File: src/rtl/ofs_pkg.sv
package ofs_pkg;

   typedef enum logic [1:0] {
      LOAD_PAR   = 2'b00,
      LOAD_PRE_A = 2'b01,
      LOAD_PRE_B = 2'b10,
      LOAD_SER   = 2'b11
   } load_mode_e;

   function automatic load_mode_e decode_mode(input logic sel1, input logic sel0);
      return load_mode_e'({sel1, sel0});
   endfunction

endpackage

File: src/rtl/ofs_mode_latch.sv
module ofs_mode_latch
   import ofs_pkg::*;
(
   input  logic       clk,
   input  logic       rst_n,
   input  logic       sel1,
   input  logic       sel0,
   output load_mode_e mode
);

   load_mode_e mode_q;

   // Track the pins on every reset edge; the last one before release wins
   always_ff @(posedge clk) begin
      if (!rst_n)
         mode_q <= decode_mode(sel1, sel0);
   end

   assign mode = mode_q;

   // method is frozen outside reset
   assert_mode_hold_R1: assert property (@(posedge clk) disable iff (!rst_n)
      1'b1 |=> $stable(mode_q));

endmodule

File: src/rtl/ofs_serial_shift.sv
module ofs_serial_shift #(
   parameter int OFS_W = 11
) (
   input  logic             clk,
   input  logic             rst_n,
   input  logic             active,
   input  logic             shen_n,
   input  logic             sbit,
   output logic [OFS_W-1:0] y_ofs,
   output logic [OFS_W-1:0] x_ofs,
   output logic             done
);

   localparam int SER_BITS = 2 * OFS_W;
   localparam int CNT_W    = $clog2(SER_BITS + 1);
   localparam logic [CNT_W-1:0] LAST_CNT = CNT_W'(SER_BITS - 1);
   localparam logic [CNT_W-1:0] FULL_CNT = CNT_W'(SER_BITS);

   logic [SER_BITS-1:0] sr_q;
   logic [CNT_W-1:0]    cnt_q;
   logic                done_q;
   logic                shift_en;

   assign shift_en = active && !done_q && !shen_n;

   always_ff @(posedge clk) begin
      if (!rst_n) begin
         sr_q   <= '0;
         cnt_q  <= '0;
         done_q <= 1'b0;
      end else if (shift_en) begin
         sr_q  <= {sr_q[SER_BITS-2:0], sbit};
         cnt_q <= cnt_q + 1'b1;
         if (cnt_q == LAST_CNT)
            done_q <= 1'b1;
      end
   end

   // First bit ends up at the top of the full-side field
   assign y_ofs = sr_q[SER_BITS-1:OFS_W];
   assign x_ofs = sr_q[OFS_W-1:0];
   assign done  = done_q;

   assert_cnt_bound_R7: assert property (@(posedge clk) disable iff (!rst_n)
      cnt_q <= FULL_CNT);
   assert_done_count_R7: assert property (@(posedge clk) disable iff (!rst_n)
      done_q |-> (cnt_q == FULL_CNT));
   assert_hold_idle_R5: assert property (@(posedge clk) disable iff (!rst_n)
      shen_n |=> $stable(sr_q));
   assert_freeze_done_R7: assert property (@(posedge clk) disable iff (!rst_n)
      done_q |=> ($stable(sr_q) && $stable(cnt_q)));

endmodule

File: src/rtl/ofs_parallel_cap.sv
module ofs_parallel_cap #(
   parameter int OFS_W = 11
) (
   input  logic             clk,
   input  logic             rst_n,
   input  logic             active,
   input  logic             wr_req,
   input  logic [OFS_W-1:0] wr_data,
   output logic [OFS_W-1:0] y_ofs,
   output logic [OFS_W-1:0] x_ofs,
   output logic             done
);

   logic [OFS_W-1:0] y_q, x_q;
   logic             second_q;
   logic             done_q;
   logic             take;

   assign take = active && wr_req && !done_q;

   always_ff @(posedge clk) begin
      if (!rst_n) begin
         y_q      <= '0;
         x_q      <= '0;
         second_q <= 1'b0;
         done_q   <= 1'b0;
      end else if (take) begin
         if (!second_q) begin
            y_q      <= wr_data;
            second_q <= 1'b1;
         end else begin
            x_q    <= wr_data;
            done_q <= 1'b1;
         end
      end
   end

   assign y_ofs = y_q;
   assign x_ofs = x_q;
   assign done  = done_q;

   assert_idle_hold_R8: assert property (@(posedge clk) disable iff (!rst_n)
      !wr_req |=> ($stable(y_q) && $stable(x_q)));
   assert_order_R8: assert property (@(posedge clk) disable iff (!rst_n)
      done_q |-> second_q);
   assert_locked_R9: assert property (@(posedge clk) disable iff (!rst_n)
      done_q |=> ($stable(y_q) && $stable(x_q)));

endmodule

File: src/rtl/fifo_offset_loader.sv
module fifo_offset_loader
   import ofs_pkg::*;
#(
   parameter int OFS_W    = 11,
   parameter int PRESET_A = 8,
   parameter int PRESET_B = 16
) (
   input  logic             clk,
   input  logic             rst_n,
   input  logic             cfg1_shen_n,
   input  logic             cfg0_sbit,
   input  logic             wr_req,
   input  logic [OFS_W-1:0] wr_data,
   output logic [OFS_W-1:0] empty_ofs,
   output logic [OFS_W-1:0] full_ofs,
   output logic             load_done
);

   localparam logic [OFS_W-1:0] PRE_A_V = OFS_W'(PRESET_A);
   localparam logic [OFS_W-1:0] PRE_B_V = OFS_W'(PRESET_B);

   generate
      if (OFS_W < 2)
         $error("OFS_W must be at least 2");
      if (PRESET_A < 0 || PRESET_A >= (1 << OFS_W))
         $error("PRESET_A does not fit in OFS_W bits");
      if (PRESET_B < 0 || PRESET_B >= (1 << OFS_W))
         $error("PRESET_B does not fit in OFS_W bits");
   endgenerate

   load_mode_e       mode;
   logic [OFS_W-1:0] ser_y, ser_x, par_y, par_x;
   logic             ser_done, par_done;
   logic             pre_done_q;
   logic             is_preset;

   ofs_mode_latch u_mode (
      .clk   (clk),
      .rst_n (rst_n),
      .sel1  (cfg1_shen_n),
      .sel0  (cfg0_sbit),
      .mode  (mode)
   );

   ofs_serial_shift #(.OFS_W(OFS_W)) u_ser (
      .clk    (clk),
      .rst_n  (rst_n),
      .active (mode == LOAD_SER),
      .shen_n (cfg1_shen_n),
      .sbit   (cfg0_sbit),
      .y_ofs  (ser_y),
      .x_ofs  (ser_x),
      .done   (ser_done)
   );

   ofs_parallel_cap #(.OFS_W(OFS_W)) u_par (
      .clk     (clk),
      .rst_n   (rst_n),
      .active  (mode == LOAD_PAR),
      .wr_req  (wr_req),
      .wr_data (wr_data),
      .y_ofs   (par_y),
      .x_ofs   (par_x),
      .done    (par_done)
   );

   assign is_preset = (mode == LOAD_PRE_A) || (mode == LOAD_PRE_B);

   always_ff @(posedge clk) begin
      if (!rst_n)
         pre_done_q <= 1'b0;
      else if (is_preset)
         pre_done_q <= 1'b1;
   end

   always_comb begin
      unique case (mode)
         LOAD_PRE_A: begin
            full_ofs  = PRE_A_V;
            empty_ofs = PRE_A_V;
            load_done = pre_done_q;
         end
         LOAD_PRE_B: begin
            full_ofs  = PRE_B_V;
            empty_ofs = PRE_B_V;
            load_done = pre_done_q;
         end
         LOAD_SER: begin
            full_ofs  = ser_y;
            empty_ofs = ser_x;
            load_done = ser_done;
         end
         default: begin
            full_ofs  = par_y;
            empty_ofs = par_x;
            load_done = par_done;
         end
      endcase
   end

   assert_single_source_R10: assert property (@(posedge clk) disable iff (!rst_n)
      $onehot0({pre_done_q, ser_done, par_done}));
   assert_done_sticky_R10: assert property (@(posedge clk) disable iff (!rst_n)
      load_done |=> load_done);
   assert_serial_rise_R7: assert property (@(posedge clk) disable iff (!rst_n)
      ($rose(load_done) && mode == LOAD_SER) |-> $past(!cfg1_shen_n));

endmodule

File: config.mk
export PLATFORM = sky130hd
export DESIGN_NAME = fifo_offset_loader
export DESIGN_NICKNAME = d
export VERILOG_FILES = /design/src/rtl/ofs_pkg.sv /design/src/rtl/ofs_mode_latch.sv /design/src/rtl/ofs_serial_shift.sv /design/src/rtl/ofs_parallel_cap.sv /design/src/rtl/fifo_offset_loader.sv
export SDC_FILE = /design/constraint.sdc
export NUM_CORES = 1
export LEC_CHECK = 0
export BUFFER_PORTS_ARGS = -buffer_cell sky130_fd_sc_hd__buf_2
export CORE_UTILIZATION = 55
export CTS_CLUSTER_SIZE = 20
export DETAILED_ROUTE_END_ITERATION = 16
export PLACE_DENSITY_LB_ADDON = 0.3
export SLEW_MARGIN = 30
export SYNTH_ARGS = -nofsm -noshare
export SYNTH_HDL_FRONTEND = slang
export SYNTH_SLANG_ARGS = --single-unit
File: constraint.sdc
create_clock -name clk -period 1.8 [get_ports clk]
set_input_delay 0.18 -clock clk [delete_from_list [all_inputs] [get_ports clk]]
set_output_delay 0.18 -clock clk [all_outputs]
set_load 0.005 [all_outputs]
==> out/qor.yml <==
synthTopCellsByArea: "dfxtp_1 (46%), nand2_1 (16%), o21ai_0 (9.7%)"
crit_arrival_ns: 1.58
async_flop_share_pct: 0
first_iter_violations: 184
max_cap_viol_count: 0
dieHeight_um: 67.1
numCtsBuffers: 5
core_area_um2: 4030
die_w_um: 67.1
hold_buffers: 0
clock-sinks: 55
dp_hpwl_mm: 3.46
start_util_pct: 57.8
worstHoldPathType: "input pin to flip-flop"
cts_tree: "done"
drt_wl_total_mm: 5.30
fin_area_um2: 2760
max_freq_mhz: 567
synth_edf_count: 2
vdd_drop_max_mv: 0.577
cp_max_fo: 22
grt_pass1_wl_mm: 8.20
post-route-util_pct: 68.4
viasPerCell: 5.46
r2r-start: "u_mode.mode[1]"
power_switching_mw: 0.577
fp.dieArea_um2: 4500
critPathCaptureType: "output pin"
cts_max_level: 2
setup_viol_count_final: 0
synth_cell_types: 26
placed_area_um2: 2560
power_frac_seq_pct: 53.3
clkPwrFrac_pct: 37.1
io_buffers: 38
grt_usage_pct: 25.2
syn-num-nets: 330
grt_overflow: 0
pre_cts_ws_ns: 0.249
vias: 2141
yosysTopAreaCellShare_pct: 45.5
syn_area_um2: 2330
clk_pin_slew_worst_paths_ns: 0.09
gp_congestion: 0.758
drt_pass1_iterations: 4
critical_path_class: "flip-flop to output pin"
final_common_cell: "nand2_1"
drtAntennaViolNets: 0
clock_skew_ns: 0.0102
ys_ff_latch: 55
fin_crit_sh_pct: 97.9
grt_pass1_vias: 1770
syn_inst: 308
slew-limit-headroom_pct: 71.1
drc: 0
yosys_warnings: 0
combPwrFrac_pct: 9.6
fin_crit_ns: 1.76
total_power_mw: 2.38
clock_path_buffers: 2
hold_slack_ns: 0.0694
dp.cells: 380
min_from: "cfg0_sbit"
cp-startpoint: "u_mode.mode[1]"
drive_gt1_share_pct: 18.7
required_ns: 1.62
clkLatencyLatePin_ns: 0.32
cts_root_buf: "clkbuf_8"
std_cell_rows: 23
status: "finished clean"
tightest_slew_ns: 0.433
p_per_area_nw_per_um2: 862
synth_ff_type: "dfxtp_1"
crit_slowest_cell: "edfxtp_1"
yosysTopAreaCell: "dfxtp_1"
finalHoldViolCount: 0
avgSynthCellArea_um2: 7.56
path_cells: "ha_2 > buf_8 > a21oi_1 > o21ai_0 > buf_2"
power.internal_mw: 1.80
setup.worst_path.start_class: "flip-flop"
final_cell_mix: "nand2_1 (97), dfxtp_1 (53), o21ai_0 (39), buf_2 (38), a21oi_1 (29)"
setup_tns_ns: 0
yosysSeqAreaShare_pct: 48.1
p_sw_share_pct: 24.3
antenna_found_initial: 0
grt_start_max_net_pins: 39
area_growth_pct: 18.3
rsz0062_at_grt: "true"
boundaryPins: 39
worst_slack_ns: 0.0377
slew_violations: 0
wl_per_cell_um: 13.5
leakage_nw: 1.06
antennaDiodeCount: 0
slowest_delay_ns: 0.41
nets: 363
final_cells: 392
-- synth_stat cells, drive strengths merged (2+ instances only) --
master,n
a21oi,29
buf,3
clkbuf,21
dfxtp,53
edfxtp,2
ha,6
inv,6
mux2i,2
nand2,97
nand2b,2
nand3,22
nand4,2
nand4b,2
nor2,6
nor3b,2
o21ai,45
-- what timing repair did --
| item | 4_1_cts | 5_1_grt |
|---|---|---|
| setup endpoints to repair | 8 | 23 |
| cloned | 1 | 0 |
| gates resized for setup | 4 | 11 |
| pin swaps | 0 | 0 |
| setup buffers | 1 | 2 |
-- sequential cells by signal, indices dropped and copies added, names as in the netlist --
name,cells
u_par.second_q,1
u_ser.sr_q,22
u_ser.cnt_q,5
pre_done_q,1
u_ser.done,1
u_mode.mode,2
u_par.done,1
u_par.y_ofs,11
u_par.x_ofs,11
-- logic make-up after synthesis --
family | after synthesis | synth area share, %
simple gates | 137 | 25.4
compound gates | 77 | 16.9
flops | 55 | 48.1
buf+inv | 30 | 5.10
fa+ha+maj | 6 | 3.22
mux | 2 | 0.859
xor+xnor | 1 | 0.376
-- critical path: cells and delay by family (launching register included) --
kind	cells	cell delay (ns)
flops	1	0.41
buf+inv	2	0.33
compound gates	2	0.27
fa+ha+maj	1	0.25
-- routing by layer --
layer / track usage [%] / up-vias / share of wire (%)
li1: - / 1092 / -
met1: 31.7 / 982 / 44
met2: 41.5 / 59 / 49
met3: 5.99 / 8 / 5.7
met4: 8.78 / 0 / 1.7
met5: 0 / - / 0
-- power groups by stage --
stage	combinational [mW]	sequential (mW)	clock, mW
2_1_floorplan	0.127	1.29	0
3_3_place_gp	0.190	1.29	0
3_5_place_dp	0.193	1.29	0
4_1_cts	0.220	1.26	0.879
5_1_grt	0.253	1.27	0.930
6_report	0.228	1.27	0.882
-- worst paths after layout --
check                                      end  slack, ns  cells after the start
worst max-delay path               full_ofs[3]       0.04                      5
worst min-delay path            u_mode.mode[0]       0.07                      1
worst min register to register  u_ser.sr_q[21]       0.46                      2
worst max register to register  u_ser.cnt_q[2]       0.22                      4
-- final cells by class --
type                            count  area [um^2]
Clock buffer                        6         82.6
Clock inverter                      2         38.8
Fill cell                         364         1270
Inverter                            6         22.5
Multi-Input combinational cell    223         1110
Sequential cell                    55         1120
Tap cell                           50         62.6
Timing Repair Buffer               50          320
No activity file was read; power rests on OpenSTA's default activity.
